## src/rtl/ptw_pkg.sv

```systemverilog
package ptw_pkg;
  // entry flag positions, shared by both table levels
  localparam int FLG_VALID = 0;
  localparam int FLG_RD    = 1;
  localparam int FLG_WR    = 2;
  localparam int FLG_EX    = 3;
  localparam int FLG_REF   = 4;
  localparam int FLG_MOD   = 5;
  localparam int FLG_NC    = 6;

  typedef enum logic [1:0] {
    ACC_READ  = 2'd0,
    ACC_WRITE = 2'd1,
    ACC_EXEC  = 2'd2,
    ACC_RSVD  = 2'd3
  } acc_e;

  typedef enum logic [1:0] {
    FLT_NONE = 2'd0,
    FLT_PAGE = 2'd1,
    FLT_PROT = 2'd2,
    FLT_UNUS = 2'd3
  } fault_e;

  typedef enum logic [2:0] {
    WS_IDLE,
    WS_DIR,
    WS_LEAF,
    WS_WB,
    WS_RSP
  } walk_st_e;

  // permission lookup for one access type
  function automatic logic acc_permitted(logic rd, logic wr, logic ex, acc_e acc);
    case (acc)
      ACC_READ:  return rd;
      ACC_WRITE: return wr;
      ACC_EXEC:  return ex;
      default:   return 1'b0;
    endcase
  endfunction
endpackage

```

## src/rtl/ptw_perm_check.sv

```systemverilog
module ptw_perm_check
  import ptw_pkg::*;
#(
  parameter int E_W = 32
) (
  input  logic [E_W-1:0] entry,
  input  logic [1:0]     acc,
  output logic [1:0]     fault
);
  logic ok;

  always_comb begin
    ok = acc_permitted(entry[FLG_RD], entry[FLG_WR], entry[FLG_EX], acc_e'(acc));
    if (!entry[FLG_VALID])
      fault = FLT_PAGE;
    else if (!ok)
      fault = FLT_PROT;
    else
      fault = FLT_NONE;
  end
endmodule

```

## src/rtl/ptw_pte_update.sv

```systemverilog
module ptw_pte_update
  import ptw_pkg::*;
#(
  parameter int E_W = 32
) (
  input  logic [E_W-1:0] entry,
  input  logic [1:0]     acc,
  output logic [E_W-1:0] entry_new,
  output logic           changed
);
  logic [E_W-1:0] set_mask;

  always_comb begin
    set_mask = '0;
    set_mask[FLG_REF] = 1'b1;
    set_mask[FLG_MOD] = (acc_e'(acc) == ACC_WRITE);
    entry_new = entry | set_mask;
    changed   = (entry_new != entry);
  end
endmodule

```

## src/rtl/pt_walker.sv

```systemverilog
module pt_walker
  import ptw_pkg::*;
#(
  parameter int VA_W  = 32,
  parameter int PA_W  = 32,
  parameter int DIR_W = 10,
  parameter int TBL_W = 10,
  parameter int OFF_W = 12
) (
  input  logic              clk,
  input  logic              rst_n,
  input  logic [PA_W-1:0]   root_base,
  input  logic              req_valid,
  output logic              req_ready,
  input  logic [VA_W-1:0]   req_va,
  input  logic [1:0]        req_acc,
  output logic              rsp_valid,
  output logic [PA_W-1:0]   rsp_pa,
  output logic [1:0]        rsp_fault,
  output logic              rsp_nocache,
  output logic              mem_rd_req,
  output logic              mem_wr_req,
  output logic [PA_W-3:0]   mem_addr,
  output logic [PA_W-1:0]   mem_wdata,
  input  logic [PA_W-1:0]   mem_rdata,
  input  logic              mem_ack
);
  localparam int WA_W  = PA_W - 2;
  localparam int PPN_W = PA_W - OFF_W;
  localparam int E_W   = PA_W;

  walk_st_e        st_q;
  logic [VA_W-1:0] va_q;
  logic [1:0]      acc_q;
  logic [PA_W-1:0] root_q;
  logic [E_W-1:0]  pde_q;
  logic [E_W-1:0]  pte_q;
  logic [PA_W-1:0] pa_q;
  logic [1:0]      fault_q;
  logic            nc_q;

  // address arithmetic kept in functions
  function automatic logic [WA_W-1:0] dir_word(logic [PA_W-1:0] root, logic [VA_W-1:0] va);
    return root[PA_W-1:2] + WA_W'(va[VA_W-1 -: DIR_W]);
  endfunction

  function automatic logic [WA_W-1:0] leaf_word(logic [E_W-1:0] pde, logic [VA_W-1:0] va);
    return {pde[E_W-1:OFF_W], {(OFF_W-2){1'b0}}} + WA_W'(va[OFF_W +: TBL_W]);
  endfunction

  function automatic logic [PA_W-1:0] make_pa(logic [E_W-1:0] pte, logic [VA_W-1:0] va);
    return {pte[E_W-1 -: PPN_W], va[OFF_W-1:0]};
  endfunction

  // named events for assertions
  logic accept_ev;
  logic ack_dir_ev;
  logic ack_leaf_ev;
  logic ack_wb_ev;
  assign accept_ev   = req_valid && req_ready;
  assign ack_dir_ev  = (st_q == WS_DIR)  && mem_ack;
  assign ack_leaf_ev = (st_q == WS_LEAF) && mem_ack;
  assign ack_wb_ev   = (st_q == WS_WB)   && mem_ack;

  logic [1:0]     leaf_fault;
  logic [E_W-1:0] leaf_new;
  logic           leaf_changed;

  ptw_perm_check #(.E_W(E_W)) u_perm (
    .entry (mem_rdata),
    .acc   (acc_q),
    .fault (leaf_fault)
  );

  ptw_pte_update #(.E_W(E_W)) u_upd (
    .entry     (mem_rdata),
    .acc       (acc_q),
    .entry_new (leaf_new),
    .changed   (leaf_changed)
  );

  always_ff @(posedge clk) begin
    if (!rst_n) begin
      st_q    <= WS_IDLE;
      va_q    <= '0;
      acc_q   <= '0;
      root_q  <= '0;
      pde_q   <= '0;
      pte_q   <= '0;
      pa_q    <= '0;
      fault_q <= FLT_NONE;
      nc_q    <= 1'b0;
    end else begin
      case (st_q)
        WS_IDLE: if (accept_ev) begin
          va_q    <= req_va;
          acc_q   <= req_acc;
          root_q  <= root_base;
          pa_q    <= '0;
          fault_q <= FLT_NONE;
          nc_q    <= 1'b0;
          st_q    <= WS_DIR;
        end
        WS_DIR: if (mem_ack) begin
          pde_q <= mem_rdata;
          if (!mem_rdata[FLG_VALID]) begin
            fault_q <= FLT_PAGE;
            st_q    <= WS_RSP;
          end else begin
            st_q <= WS_LEAF;
          end
        end
        WS_LEAF: if (mem_ack) begin
          if (leaf_fault != FLT_NONE) begin
            fault_q <= leaf_fault;
            st_q    <= WS_RSP;
          end else begin
            pa_q  <= make_pa(mem_rdata, va_q);
            nc_q  <= mem_rdata[FLG_NC];
            pte_q <= leaf_new;
            st_q  <= leaf_changed ? WS_WB : WS_RSP;
          end
        end
        WS_WB: if (mem_ack) st_q <= WS_RSP;
        WS_RSP: st_q <= WS_IDLE;
        default: st_q <= WS_IDLE;
      endcase
    end
  end

  always_comb begin
    case (st_q)
      WS_DIR:  mem_addr = dir_word(root_q, va_q);
      WS_LEAF: mem_addr = leaf_word(pde_q, va_q);
      WS_WB:   mem_addr = leaf_word(pde_q, va_q);
      default: mem_addr = '0;
    endcase
  end

  assign mem_rd_req  = (st_q == WS_DIR) || (st_q == WS_LEAF);
  assign mem_wr_req  = (st_q == WS_WB);
  assign mem_wdata   = pte_q;
  assign req_ready   = (st_q == WS_IDLE);
  assign rsp_valid   = (st_q == WS_RSP);
  assign rsp_pa      = pa_q;
  assign rsp_fault   = fault_q;
  assign rsp_nocache = nc_q;


  rsp_pulse_chk: assert property (@(posedge clk) disable iff (!rst_n)
    rsp_valid |=> !rsp_valid);


  accept_busy_chk: assert property (@(posedge clk) disable iff (!rst_n)
    accept_ev |=> (mem_rd_req && !req_ready));


  rd_hold_chk: assert property (@(posedge clk) disable iff (!rst_n)
    (mem_rd_req && !mem_ack) |=> (mem_rd_req && $stable(mem_addr)));


  one_op_chk: assert property (@(posedge clk) disable iff (!rst_n)
    !(mem_rd_req && mem_wr_req));


  fault_pa_chk: assert property (@(posedge clk) disable iff (!rst_n)
    (rsp_valid && rsp_fault != FLT_NONE) |-> (rsp_pa == '0 && !rsp_nocache));


  wb_ref_chk: assert property (@(posedge clk) disable iff (!rst_n)
    mem_wr_req |-> mem_wdata[FLG_REF]);


  offset_keep_chk: assert property (@(posedge clk) disable iff (!rst_n)
    (rsp_valid && rsp_fault == FLT_NONE) |-> (rsp_pa[OFF_W-1:0] == va_q[OFF_W-1:0]));


  no_wb_after_dir_fault_chk: assert property (@(posedge clk) disable iff (!rst_n)
    (ack_dir_ev && !mem_rdata[FLG_VALID]) |=> (rsp_valid && !mem_rd_req));
endmodule

```

## config.mk

```make
export PLATFORM = sky130hd
export DESIGN_NAME = pt_walker
export DESIGN_NICKNAME = d
export VERILOG_FILES = /design/src/rtl/ptw_pkg.sv /design/src/rtl/ptw_perm_check.sv /design/src/rtl/ptw_pte_update.sv /design/src/rtl/pt_walker.sv
export SDC_FILE = /design/constraint.sdc
export NUM_CORES = 1
export LEC_CHECK = 0
export ABC_AREA = 1
export BUFFER_PORTS_ARGS = -buffer_cell sky130_fd_sc_hd__buf_2
export CAP_MARGIN = 25
export CORE_UTILIZATION = 52
export DETAILED_ROUTE_END_ITERATION = 6
export HOLD_SLACK_MARGIN = 0.05
export PLACE_DENSITY = 0.8
export SYNTH_ARGS = -nofsm -noshare
export SYNTH_HDL_FRONTEND = slang
export SYNTH_SLANG_ARGS = --single-unit
```

## constraint.sdc

```tcl
create_clock -name clk -period 2.3 [get_ports clk]
set_clock_uncertainty 0.05 [all_clocks]
set_input_delay 0.345 -clock clk [delete_from_list [all_inputs] [get_ports clk]]
set_output_delay 0.345 -clock clk [all_outputs]
set_load 0.02 [all_outputs]
```

==> results.yml <==
synth:
  yosys.area_share.simple_pct: 29.5
  synth_ff_type: "dfxtp_1"
  synthAdderAreaFrac_pct: 2.05
  synth_top_family_by_area: "simple AND/OR/NAND/NOR gates"
  synth_compound_area_share_pct: 16.1
  yosysUniqueCellTypes: 31
  netlist_instances: 1050
  synth.cell_area_um2: 7080
  synth_area_per_cell_um2: 6.75
  synthXorXnorAreaFrac_pct: 0.371
  synth-async-reset-ratio_pct: 0
  synthMuxAreaShare_pct: 0
  synth-seq-cells: 154
  yosysSeqAreaShare_pct: 43.5
  synth_edf_count: 0
  syn_nets: 1163
  yosys_warnings: 0
sta:
  timing.hold.ws_ns: 0.0903
  fmax_ghz: 0.369
  finalCriticalPeriod_ns: 2.71
  maxSlewViolCount: 0
  setup_viol: 28
  final.period_utilization_pct: 118
  max_slew.worst_pin.slew_ns: 0.951
  hold_viol: 0
  relSlewSlack_pct: 36.5
  rsz0062_at_grt: "true"
  setup_ws_ns: -0.413
clock_network:
  ctsHoldBuffers: 0
  clkTransAtPathRegs_ns: 0.07
  cts_tree: "done"
  numCtsBuffers: 17
  ctsHtreeMaxLevel: 4
  clock_latency_ns: 0.43
  cts_root_buf: "clkbuf_16"
  cts.path.max_buffers: 2
  clock-sinks: 154
drt:
  wl_met2_mm: 10.9
  m1WireLength_mm: 9.96
  drt_iter0_drc: 806
  dr.pass1.iters: 7
  drt_wl_total_mm: 23.3
  via_count: 7945
  final_antenna_net_count: 0
  drc: 1
  top_layer_used: "met4"
  wl_met3_mm: 1.78
  wl_per_cell_um: 16.0
  viasPerCell: 5.47
critical_path:
  r2r-start: "st_q[1]$_SDFFE_PN0P_"
  start_kind: "flip-flop"
  end_kind: "primary output"
  cp.required_ns: 1.90
  arrival_ns: 2.32
  worst-path-max-fanout: 3
  critical_path_class: "reg -> out"
  reg2reg_slack_ns: 0.19
  reg2reg_to: "mem_wdata[31]$_SDFFE_PN0P_"
  rr_worst_depth: 9
job:
  maxCapViolations: 0
global_route:
  grt_pass1_wl_mm: 36.8
  grt_max_degree: 100
  grt_usage_pct: 32.9
  overflow: 0
  first_global_vias: 7419
  antenna_found_initial: 0
worst_hold_path:
  min_to: "mem_wdata[11]$_SDFFE_PN0P_"
  min_path_cells: 3
  hold_path_class: "in -> reg"
  hold_path.startpoint: "mem_rdata[11]"
floorplan:
  core_um2: 13200
  die_w_um: 119
  row_count: 42
  pin_count: 203
  dieArea_um2: 14100
  die_y_um: 119
  start_util_pct: 53.5
cells_and_area:
  num-nets-final: 1375
  nFillCells: 1059
  areaGrowthSynthToFinish_pct: 37.0
  drive_above_1_share_pct: 31.8
  final_area_um2: 9700
power:
  p_per_area_nw_per_um2: 859
  p_leak_uw: 0.00457
  vdd_drop_max_mv: 0.688
status:
  violations: "design-rule violations, negative setup slack"
  status: "finished with violations"
placed_design:
  place_hpwl_mm: 15.4
  io_buffer_count: 200
  place_area_um2: 8420
  place_ws_ns: -0.119
  gp_congestion: 0.952
[power breakdown]
part | switching, µW | internal, µW
clock | 1240 | 1750
sequential | 209 | 2990
combinational | 1380 | 768
[final cells by class]
cell class                 instances  area, µm²  share of cell area (%)
antenna                            1       2.50                  0.0258
clock buffer                      17        425                    4.39
clock inverter                    15        205                    2.12
inverter                          99        377                    3.88
multi-input combinational        747       3840                    39.5
sequential                       154       3110                    32.1
tap                              176        220                    2.27
timing repair buffer             243       1520                    15.7
[layout by cell type, fill, tap and decap left out, types with 31 or more instances in the layout]
cell / synthesis / final
nor2_1: 148 / 138
nand2_1: 251 / 217
a21oi_1: 106 / 102
nand3_1: 76 / 59
inv_1: 90 / 85
dfxtp_1: 154 / 132
buf_4: 2 / 43
o21ai_0: 112 / 98
buf_2: 7 / 174
nand2_2: 2 / 31
[per-layer routing]
metal | up-vias | global-route usage, %
met2 | 381 | 51.7
met1 | 3697 | 43.4
li1 | 3799 | -
met3 | 68 | 7.63
met4 | 0 | 13.4
met5 | - | 0
[registers in the layout, summed over array words and instances, names as in the netlist]
| name | count |
|---|---|
| rsp_fault | 2 |
| root_q | 30 |
| pde_q | 20 |
| rsp_pa | 32 |
| mem_wdata | 32 |
| acc_q | 2 |
| st_q | 3 |
| rsp_nocache | 1 |
| va_q | 32 |
[cells by family (layout without fill, tap and decap cells)]
group,after synthesis,after routing
and+or+nand+nor,507,507
buffers and inverters,149,374
other,0,1
adders and majority gates,11,11
xor gates and xnor gates,3,3
AOI/OAI and AO/OA,226,226
DFF,154,154
[worst max-delay path, stage by stage, from the launching register on]
cell	delay, ns
dfxtp_4	0.36
ha_4	0.18
inv_4	0.05
fa_2	0.20
inv_2	0.05
nand3_2	0.05
nand3_2	0.08
buf_4	0.16
nand2_1	0.06
nand3_2	0.11
or2_4	0.28
nand3_2	0.08
o21ai_1	0.07
buf_4	0.16
[worst max-delay path by stage]
stage               depth (start not counted)      endpoint                    from  slack (ns)
finish                                     13   mem_addr[8]  root_q[2]$_SDFFE_PN0P_       -0.41
global route                               13   mem_addr[8]  root_q[2]$_SDFFE_PN0P_       -0.53
CTS                                        14  mem_addr[24]  root_q[2]$_SDFFE_PN0P_       -0.34
detailed placement                         11  mem_addr[22]   va_q[22]$_SDFFE_PN0P_       -0.12
global placement                           11  mem_addr[22]   va_q[22]$_SDFFE_PN0P_       -0.09
floorplan                                  10  mem_addr[22]   va_q[22]$_SDFFE_PN0P_      0.0008
[cell usage after synthesis, drive strengths merged (4+ instances only)]
library cell	n	area, µm²
nand4	4	25.0
o21ai	113	566
nand3	76	380
ha	10	125
buf	12	83.8
o22ai	4	25.0
clkbuf	38	143
inv	98	368
nor2	153	597
nor3	12	60.1
nand2	255	977
dfxtp	154	3080
a21oi	106	531
[per-stage QoR]
stage          util, %  setup TNS [ns]  cells  total power (µW)
2_1_floorplan        -               0   1050              4430
3_3_place_gp      63.5          -0.488   1414              5050
3_5_place_dp      63.5          -0.742   1414              5090
4_1_cts           72.0           -5.64   1449              8220
5_1_grt           73.2          -10.02   1451              8710
6_report          73.3           -6.73   1452              8340
[timing repair]
action / CTS / global route
cloned: 0 / 0
buffers inserted: 5 / 2
gates resized for setup: 140 / 49
endpoints found under the setup margin: 28 / 28
pin swaps: 25 / 21
Power figures use the tool's default switching activity.
